### config.mk
export PLATFORM = sky130hd
export DESIGN_NAME = i2f_convert
export DESIGN_NICKNAME = d
export VERILOG_FILES = /design/src/rtl/i2f_pkg.sv /design/src/rtl/i2f_lead_one.sv /design/src/rtl/i2f_round.sv /design/src/rtl/i2f_convert.sv
export SDC_FILE = /design/constraint.sdc
export NUM_CORES = 1
export LEC_CHECK = 0
export ABC_AREA = 1
export BUFFER_PORTS_ARGS = -buffer_cell sky130_fd_sc_hd__buf_2
export CAP_MARGIN = 20
export CORE_UTILIZATION = 62
export DETAILED_ROUTE_END_ITERATION = 8
export GPL_ROUTABILITY_DRIVEN = 0
export MAX_ROUTING_LAYER = met4
export PLACE_DENSITY = 0.81
export SLEW_MARGIN = 20
export SYNTH_ARGS = -nofsm -noshare
export SYNTH_HDL_FRONTEND = slang
export SYNTH_SLANG_ARGS = --single-unit
### constraint.sdc
create_clock -name clk -period 0.92 [get_ports clk]
set_input_delay 0.092 -clock clk [delete_from_list [all_inputs] [get_ports clk]]
set_output_delay 0.092 -clock clk [all_outputs]
set_load 0.03 [all_outputs]
### src/rtl/i2f_pkg.sv
package i2f_pkg;

  localparam int SGL_EXP_W  = 8;
  localparam int SGL_FRAC_W = 23;
  localparam int SGL_BIAS   = 127;
  localparam int DBL_EXP_W  = 11;
  localparam int DBL_FRAC_W = 52;
  localparam int DBL_BIAS   = 1023;

  typedef enum logic [1:0] {
    RND_NEAREST = 2'b00,
    RND_ZERO    = 2'b01,
    RND_UP      = 2'b10,
    RND_DOWN    = 2'b11
  } rnd_mode_e;

  // Decide whether the truncated value must be incremented.
  function automatic logic round_increment(input rnd_mode_e mode,
                                           input logic neg,
                                           input logic lsb,
                                           input logic guard,
                                           input logic sticky);
    logic lost;
    lost = guard | sticky;
    case (mode)
      RND_NEAREST: round_increment = guard & (sticky | lsb);
      RND_ZERO:    round_increment = 1'b0;
      RND_UP:      round_increment = lost & ~neg;
      default:     round_increment = lost & neg;
    endcase
  endfunction

  // Two's-complement magnitude; the most negative value maps to 2^(W-1).
  function automatic logic [63:0] magnitude64(input logic [63:0] v);
    magnitude64 = v[63] ? (~v + 64'd1) : v;
  endfunction

endpackage

### src/rtl/i2f_lead_one.sv
module i2f_lead_one #(
  parameter int W     = 64,
  parameter int SEG_W = 32,
  localparam int NSEG   = W / SEG_W,
  localparam int POS_W  = $clog2(W),
  localparam int SEG_PW = $clog2(SEG_W)
) (
  input  logic [W-1:0]     vec,
  output logic             found,
  output logic [POS_W-1:0] pos
);

  logic [NSEG-1:0]        seg_any;
  logic [NSEG*SEG_PW-1:0] seg_pos_flat;

  for (genvar g = 0; g < NSEG; g++) begin : g_seg
    logic [SEG_W-1:0]  seg;
    logic [SEG_PW-1:0] p;
    assign seg = vec[g*SEG_W +: SEG_W];
    always_comb begin
      p = '0;
      for (int b = 0; b < SEG_W; b++) begin
        if (seg[b]) p = SEG_PW'(b);
      end
    end
    assign seg_any[g] = |seg;
    assign seg_pos_flat[g*SEG_PW +: SEG_PW] = p;
  end

  // Upper segments override lower ones: the highest nonzero word wins.
  always_comb begin
    pos = '0;
    for (int g = 0; g < NSEG; g++) begin
      if (seg_any[g]) pos = POS_W'(g * SEG_W) + POS_W'(seg_pos_flat[g*SEG_PW +: SEG_PW]);
    end
  end

  assign found = |seg_any;

  // the reported position holds a one and nothing above it is set
  always_comb begin
    if (found) begin
      p_lead_is_one_r4: assert (vec[pos] == 1'b1);
      p_nothing_above_r4: assert ((vec >> pos) == W'(1));
    end
  end

endmodule

### src/rtl/i2f_round.sv
module i2f_round
  import i2f_pkg::*;
#(
  parameter int EXP_W  = 8,
  parameter int FRAC_W = 23,
  parameter int BIAS   = 127,
  parameter int W      = 64,
  localparam int POS_W = $clog2(W),
  localparam int FLD_W = EXP_W + FRAC_W,
  localparam int GRD_B = W - 2 - FRAC_W
) (
  input  logic [W-1:0]     norm,
  input  logic [POS_W-1:0] pos,
  input  logic             neg,
  input  rnd_mode_e        mode,
  output logic [FLD_W-1:0] field,
  output logic             inexact
);

  logic [EXP_W-1:0]  exp_b;
  logic [FRAC_W-1:0] frac_t;
  logic [FLD_W-1:0]  trunc;
  logic              guard_bit;
  logic              sticky_bit;
  logic              bump;

  assign exp_b      = EXP_W'(BIAS) + EXP_W'(pos);
  assign frac_t     = norm[W-2 -: FRAC_W];
  assign trunc      = {exp_b, frac_t};
  assign guard_bit  = norm[GRD_B];
  assign sticky_bit = |norm[GRD_B-1:0];
  assign bump       = round_increment(mode, neg, frac_t[0], guard_bit, sticky_bit);
  assign inexact    = guard_bit | sticky_bit;
  assign field      = trunc + FLD_W'(bump);

  // the increment may carry into the exponent but never wraps the field
  always_comb begin
    if (bump) p_no_wrap_r9: assert (field > trunc);
  end

endmodule

### src/rtl/i2f_convert.sv
module i2f_convert
  import i2f_pkg::*;
#(
  parameter int SRC_W = 64,
  parameter int SEG_W = 32,
  localparam int HALF_W = SRC_W / 2,
  localparam int POS_W  = $clog2(SRC_W),
  localparam int SGL_W  = 1 + SGL_EXP_W + SGL_FRAC_W,
  localparam int DBL_W  = 1 + DBL_EXP_W + DBL_FRAC_W
) (
  input  logic              clk,
  input  logic              rst_n,
  input  logic              in_valid,
  input  logic [SRC_W-1:0]  src_data,
  input  logic              src_is_64,
  input  logic              dst_is_dbl,
  input  logic [1:0]        rnd_mode,
  input  logic              trap_en,
  input  logic              clr_inexact,
  output logic              out_valid,
  output logic [SRC_W-1:0]  result,
  output logic              inexact_sticky,
  output logic              inexact_trap
);

  // ---- sign and magnitude ----
  logic [SRC_W-1:0] src_ext;
  logic             src_neg;
  logic [SRC_W-1:0] mag;
  logic             zero_src;

  assign src_ext  = src_is_64 ? src_data
                              : {{HALF_W{src_data[HALF_W-1]}}, src_data[HALF_W-1:0]};
  assign src_neg  = src_ext[SRC_W-1];
  assign mag      = magnitude64(src_ext);
  assign zero_src = ~(|mag);

  // ---- leading one and normalisation ----
  logic             lead_found;
  logic [POS_W-1:0] lead_pos;
  logic [SRC_W-1:0] norm;

  i2f_lead_one #(.W(SRC_W), .SEG_W(SEG_W)) u_lead (
    .vec   (mag),
    .found (lead_found),
    .pos   (lead_pos)
  );

  assign norm = mag << (POS_W'(SRC_W - 1) - lead_pos);

  // ---- one rounder per destination format ----
  logic [SGL_W-2:0] fld_sgl;
  logic [DBL_W-2:0] fld_dbl;
  logic             inx_sgl;
  logic             inx_dbl;
  rnd_mode_e        mode;

  assign mode = rnd_mode_e'(rnd_mode);

  i2f_round #(.EXP_W(SGL_EXP_W), .FRAC_W(SGL_FRAC_W), .BIAS(SGL_BIAS), .W(SRC_W)) u_rnd_sgl (
    .norm    (norm),
    .pos     (lead_pos),
    .neg     (src_neg),
    .mode    (mode),
    .field   (fld_sgl),
    .inexact (inx_sgl)
  );

  i2f_round #(.EXP_W(DBL_EXP_W), .FRAC_W(DBL_FRAC_W), .BIAS(DBL_BIAS), .W(SRC_W)) u_rnd_dbl (
    .norm    (norm),
    .pos     (lead_pos),
    .neg     (src_neg),
    .mode    (mode),
    .field   (fld_dbl),
    .inexact (inx_dbl)
  );

  // ---- result selection and event generation ----
  logic [SRC_W-1:0] packed_res;
  logic             exact_widen;
  logic             inexact_evt;

  assign exact_widen = dst_is_dbl & ~src_is_64;

  always_comb begin
    if (!lead_found)     packed_res = '0;
    else if (dst_is_dbl) packed_res = SRC_W'({src_neg, fld_dbl});
    else                 packed_res = SRC_W'({src_neg, fld_sgl});
  end

  assign inexact_evt = in_valid & lead_found & ~exact_widen &
                       (dst_is_dbl ? inx_dbl : inx_sgl);

  // ---- output registers ----
  always_ff @(posedge clk or negedge rst_n) begin
    if (!rst_n) begin
      out_valid      <= 1'b0;
      result         <= '0;
      inexact_trap   <= 1'b0;
      inexact_sticky <= 1'b0;
    end else begin
      out_valid    <= in_valid;
      inexact_trap <= inexact_evt & trap_en;
      if (in_valid) result <= packed_res;
      if (inexact_evt & ~trap_en) inexact_sticky <= 1'b1;
      else if (clr_inexact)       inexact_sticky <= 1'b0;
    end
  end

  // ---- assertions ----
  p_zero_clean_r2: assert property (@(posedge clk) disable iff (!rst_n)
    in_valid && zero_src |=> (result == '0) && !inexact_trap);

  p_sign_dbl_r1: assert property (@(posedge clk) disable iff (!rst_n)
    in_valid && dst_is_dbl && !zero_src |=> result[SRC_W-1] == $past(src_neg));

  p_sign_sgl_r4: assert property (@(posedge clk) disable iff (!rst_n)
    in_valid && !dst_is_dbl |=> result[SRC_W-1:HALF_W] == '0);

  p_latency_r5: assert property (@(posedge clk) disable iff (!rst_n)
    in_valid |=> out_valid);

  p_idle_r5: assert property (@(posedge clk) disable iff (!rst_n)
    !in_valid |=> !out_valid);

  p_exact_widen_r10: assert property (@(posedge clk) disable iff (!rst_n)
    in_valid && exact_widen && !clr_inexact |=> !inexact_trap && $stable(inexact_sticky));

  p_trap_keeps_flag_r11: assert property (@(posedge clk) disable iff (!rst_n)
    in_valid && trap_en && !clr_inexact |=> $stable(inexact_sticky));

  p_trap_single_r11: assert property (@(posedge clk) disable iff (!rst_n)
    inexact_trap |-> $past(trap_en) && $past(in_valid));

  p_flag_set_r12: assert property (@(posedge clk) disable iff (!rst_n)
    inexact_evt && !trap_en |=> inexact_sticky && !inexact_trap);

  p_flag_holds_r13: assert property (@(posedge clk) disable iff (!rst_n)
    inexact_sticky && !clr_inexact |=> inexact_sticky);

endmodule

==> results.cfg, run 1 <==
[synthesis]
netlist_instances = 2495
synthAdderAreaFrac = 0.00674
ys.flop_type = dfrtp_1
synth-xor-area-share = 0.0456
syn-num-nets = 2575
synthSimpleGateAreaFrac = 0.623
ys_async_sr_fraction = 1.00
syn_area_per_cell_sq_um = 5.21
synth_area_sq_um = 13000
synth.area.mux_share = 0
synth_top_family_by_area = simple AND/OR/NAND/NOR gates
ys_ff_latch = 67
seq_area_frac_synth = 0.129
ys_types = 58
yosysWarnings = 0
synth_compound_area_frac = 0.0792
synth_edf_count = 0

[cts]
cts_buffer_depth = 2
cts_buffers = 9
hold_buffers = 3
htreeDepth = 3
clockRootBuffer = clkbuf_16
cts.repair.resized = 265
cts.sink_count = 67
post_cts_buffers = 59

[outcome]
error_line = [ERROR DPL-0038] Utilization greater than 100%, impossible to legalize
haltStage = 4_1_cts
status = stopped before the end

[floorplanning]
initial_core_util = 0.637
die_h_um = 147
rows = 52
io_pins = 140
die_w_um = 147

[place]
placed_area_sq_um = 18700
hpwl_um = 52200
io_buffers = 139
kinds of logic after synthesis:
kind of cell / count (synthesis)
buf+inv: 350
fa+ha+maj: 7
simple gates: 1825
compound gates: 180
xor+xnor: 66
flops: 67
metrics by stage:
step | setup WS [ns] | std cells | utilization
global placement | -5.42 | 3427 | 0.915
floorplan | -4.45 | 2495 | -
detailed placement | -5.94 | 3427 | 0.915
cell usage after synthesis, types with 7 or more instances:
cell type,instances,area share
buf_1,18,0.0052
xor2_1,55,0.037
nor2_4,7,0.0061
nand4_1,77,0.037
inv_2,31,0.0089
buf_6,10,0.0087
ha_1,7,0.0067
nand2_1,894,0.26
nor2_1,208,0.060
clkbuf_1,31,0.0089
inv_1,200,0.058
nor3_1,25,0.0096
nand3_1,539,0.21
a21oi_1,57,0.022
o21ai_0,48,0.018
nor2_2,29,0.014
buf_4,12,0.0069
nand2_2,13,0.0063
o21ai_1,41,0.016
dfrtp_1,67,0.13
buf_2,41,0.016
xnor2_1,9,0.0061
==> run 2: changes to the inputs <==
--- a/config.mk
+++ b/config.mk
@@ -8,11 +8,10 @@
 export ABC_AREA = 1
 export BUFFER_PORTS_ARGS = -buffer_cell sky130_fd_sc_hd__buf_2
 export CAP_MARGIN = 20
-export CORE_UTILIZATION = 62
+export CORE_UTILIZATION = 40
 export DETAILED_ROUTE_END_ITERATION = 8
 export GPL_ROUTABILITY_DRIVEN = 0
-export MAX_ROUTING_LAYER = met4
-export PLACE_DENSITY = 0.81
+export PLACE_DENSITY_LB_ADDON = 0.15
 export SLEW_MARGIN = 20
 export SYNTH_ARGS = -nofsm -noshare
 export SYNTH_HDL_FRONTEND = slang
==> run 2 against run 1 <==
Compared with the run above: the flow now finishes, with violations (design-rule violations, negative setup slack); synthesized cell count unchanged; synthesized area is the same.
==> results.cfg, run 2 <==
[outcome]
status = finished with violations
violations = design-rule violations, negative setup slack

[global_route]
grt.overflow.total = 0
grt_start_max_net_pins = 50
grt_pass1_vias = 19200
grt_pass1_wl_um = 95600
track_usage = 0.358
antenna_found_initial = 0

[floorplanning]
io_pins = 140
die_w_um = 182
core-area_sq_um = 31800
die-area_sq_um = 33200
rows = 65
die_h_um = 182
initial_core_util = 0.409

[synthesis]
netlist_instances = 2495
synth_edf_count = 0
synth_area_sq_um = 13000
ys_types = 58
yosysTopAreaCell = nand2_1
ys_ff_latch = 67
synthTopCellsByCount = nand2_1 (894), nand3_1 (539), nor2_1 (208)
yosysWarnings = 0
synth_top_area_share = 0.258
ys_async_sr_fraction = 1.00
ys.flop_type = dfrtp_1
syn_area_per_cell_sq_um = 5.21
synthTopCellsByArea = nand2_1 (26%), nand3_1 (21%), dfrtp_1 (13%)
yosysMostFrequentCell = nand2_1
syn-num-nets = 2575
seq_area_frac_synth = 0.129

[worst_setup_path]
crit_fanout = 11
worstSetupStartpointType = primary input
rr_startpoint = result[24]
critPathLaunch = src_data[1]
cpPeakStageDelay_ns = 0.37
arrival_ns = 6.44
cp-end-kind = flip-flop
critPathKind = primary input to flip-flop
cp.required_ns = 1.15
crit_slowest_cell = o31ai_4

[drt]
vias = 21300
via_per_inst = 5.70
wire_per_inst_um = 17.7
totalWireLength_um = 66000
drc = 1
dr.pass1.iters = 9
antenna_left = 0
drt_iter0_drc = 3147

[timing]
fin_crit_ns = 6.21
whs_ns = 0.0480
rsz0062_at_grt = yes
clock.fmax_mhz = 161
setup_viol = 133
layout_setup_ws_ns = -5.29
fin_crit_sh = 6.75
clock_skew_ns = 0
slew_viol_final = 0
max_slew_margin = 0.590
hold_violations = 0
fin_tns_setup_ns = -330.25
worst_slew_pin_slew_ns = 0.615

[cells_and_area]
largest_register_ffs = 64
num-fill-cells = 2562
final_common_cell = nand2_1
n_antenna_cell = 0
area_growth_pct = 73.7
final_cells = 3736
layout_common_cells = nand2_1 (789), buf_4 (698), nand3_1 (366), inv_1 (187), nor2_1 (167)
top_register = result
regArea_sq_um = 1680
layout-drive-gt1-share = 0.429
final_net_count = 3376
multi_input_area_sq_um = 11900

[pwr]
p_leak_nw = 11.7
peakVddDrop_uv = 1160
power_mw = 39.9
power.density_nw_per_um2 = 1770

[run]
cap_violations = 0

[cts]
clock_latency_ns = 0.35
cts.sink_count = 67
htreeDepth = 3
cts_tree = done
cts_buffer_depth = 2
cts_buffers = 9
clockRootBuffer = clkbuf_16
path_clk_slew_ns = 0.06

[place]
io_buffers = 139
placed_cells = 3636
place_ws_ns = -5.52
hpwl_um = 46900

[min_path]
hp-start = in_valid
hold_path_class = primary input to flip-flop
==> run 2: cell counts after synthesis <==
No cell type changed its count.
==> run 2: logic make-up (layout without fill, tap and decap cells) <==
group	count (synthesis)	in the layout	share of synthesized area
DFF	67	67	0.129
and+or+nand+nor	1825	1825	0.623
adders and majority gates	7	7	0.00673
xor gates and xnor gates	66	66	0.0456
AOI/OAI and AO/OA	180	180	0.0792
buffers and inverters	350	1156	0.116
==> run 2: per-stage QoR <==
stage,utilization,instance area (sq um)
floorplan,-,13400
global placement,0.605,19200
detailed placement,0.605,19200
CTS,0.662,21100
global route,0.710,22600
finish,0.710,22600
==> run 2: worst max-delay path, delay by kind of cell <==
family                     cells  cell delay [ns]
adders and majority gates      2             0.38
and+or+nand+nor               24             3.03
xor gates and xnor gates       1             0.18
buffers and inverters         13             1.38
AOI/OAI and AO/OA              9             1.35
==> run 2: what timing repair did <==
item,CTS,global route
hold endpoints to repair,69,0
hold buffers,3,0
setup endpoints to repair,133,133
cloned,8,3
pin swaps,63,135
buffers inserted,30,49
gates resized for setup,270,301
==> run 2: routing by layer <==
metal | GRT usage | up-vias | part of all wire
met3 | 0.0798 | 430 | 0.12
met5 | 0 | - | 0
li1 | - | 9765 | -
met2 | 0.575 | 1437 | 0.43
met1 | 0.471 | 9651 | 0.39
met4 | 0.127 | 0 | 0.059
==> run 2: area by class of cell <==
cell class	instances	share of cell area
repair inverters	2	0.00111
clock inverters	6	0.00283
repair buffers	902	0.320
flip-flops and latches	67	0.0743
well taps	435	0.0241
inverters	236	0.0412
clock buffers	10	0.0106
multi-input cells	2078	0.526
==> run 2: report_power, final <==
part	switching (mW)	leakage (nW)	total, mW	internal, mW
sequential	0.454	0.834	4.05	3.60
combinational	18.9	10.8	32.2	13.3
clock	1.50	0.145	3.67	2.18
total	20.8	11.7	39.9	19.1
==> run 2: worst paths after layout <==
path | end | slack [ns] | cells past startpoint
max | result[21] | -5.29 | 49
min | out_valid | 0.05 | 2
max reg2reg | result[24] | 0.14 | 2
min reg2reg | result[8] | 0.47 | 2
max in group asynchronous | result[1] | 0.23 | 3
min in group asynchronous | result[18] | 0.18 | 2
(Power assumes the default switching activity.)
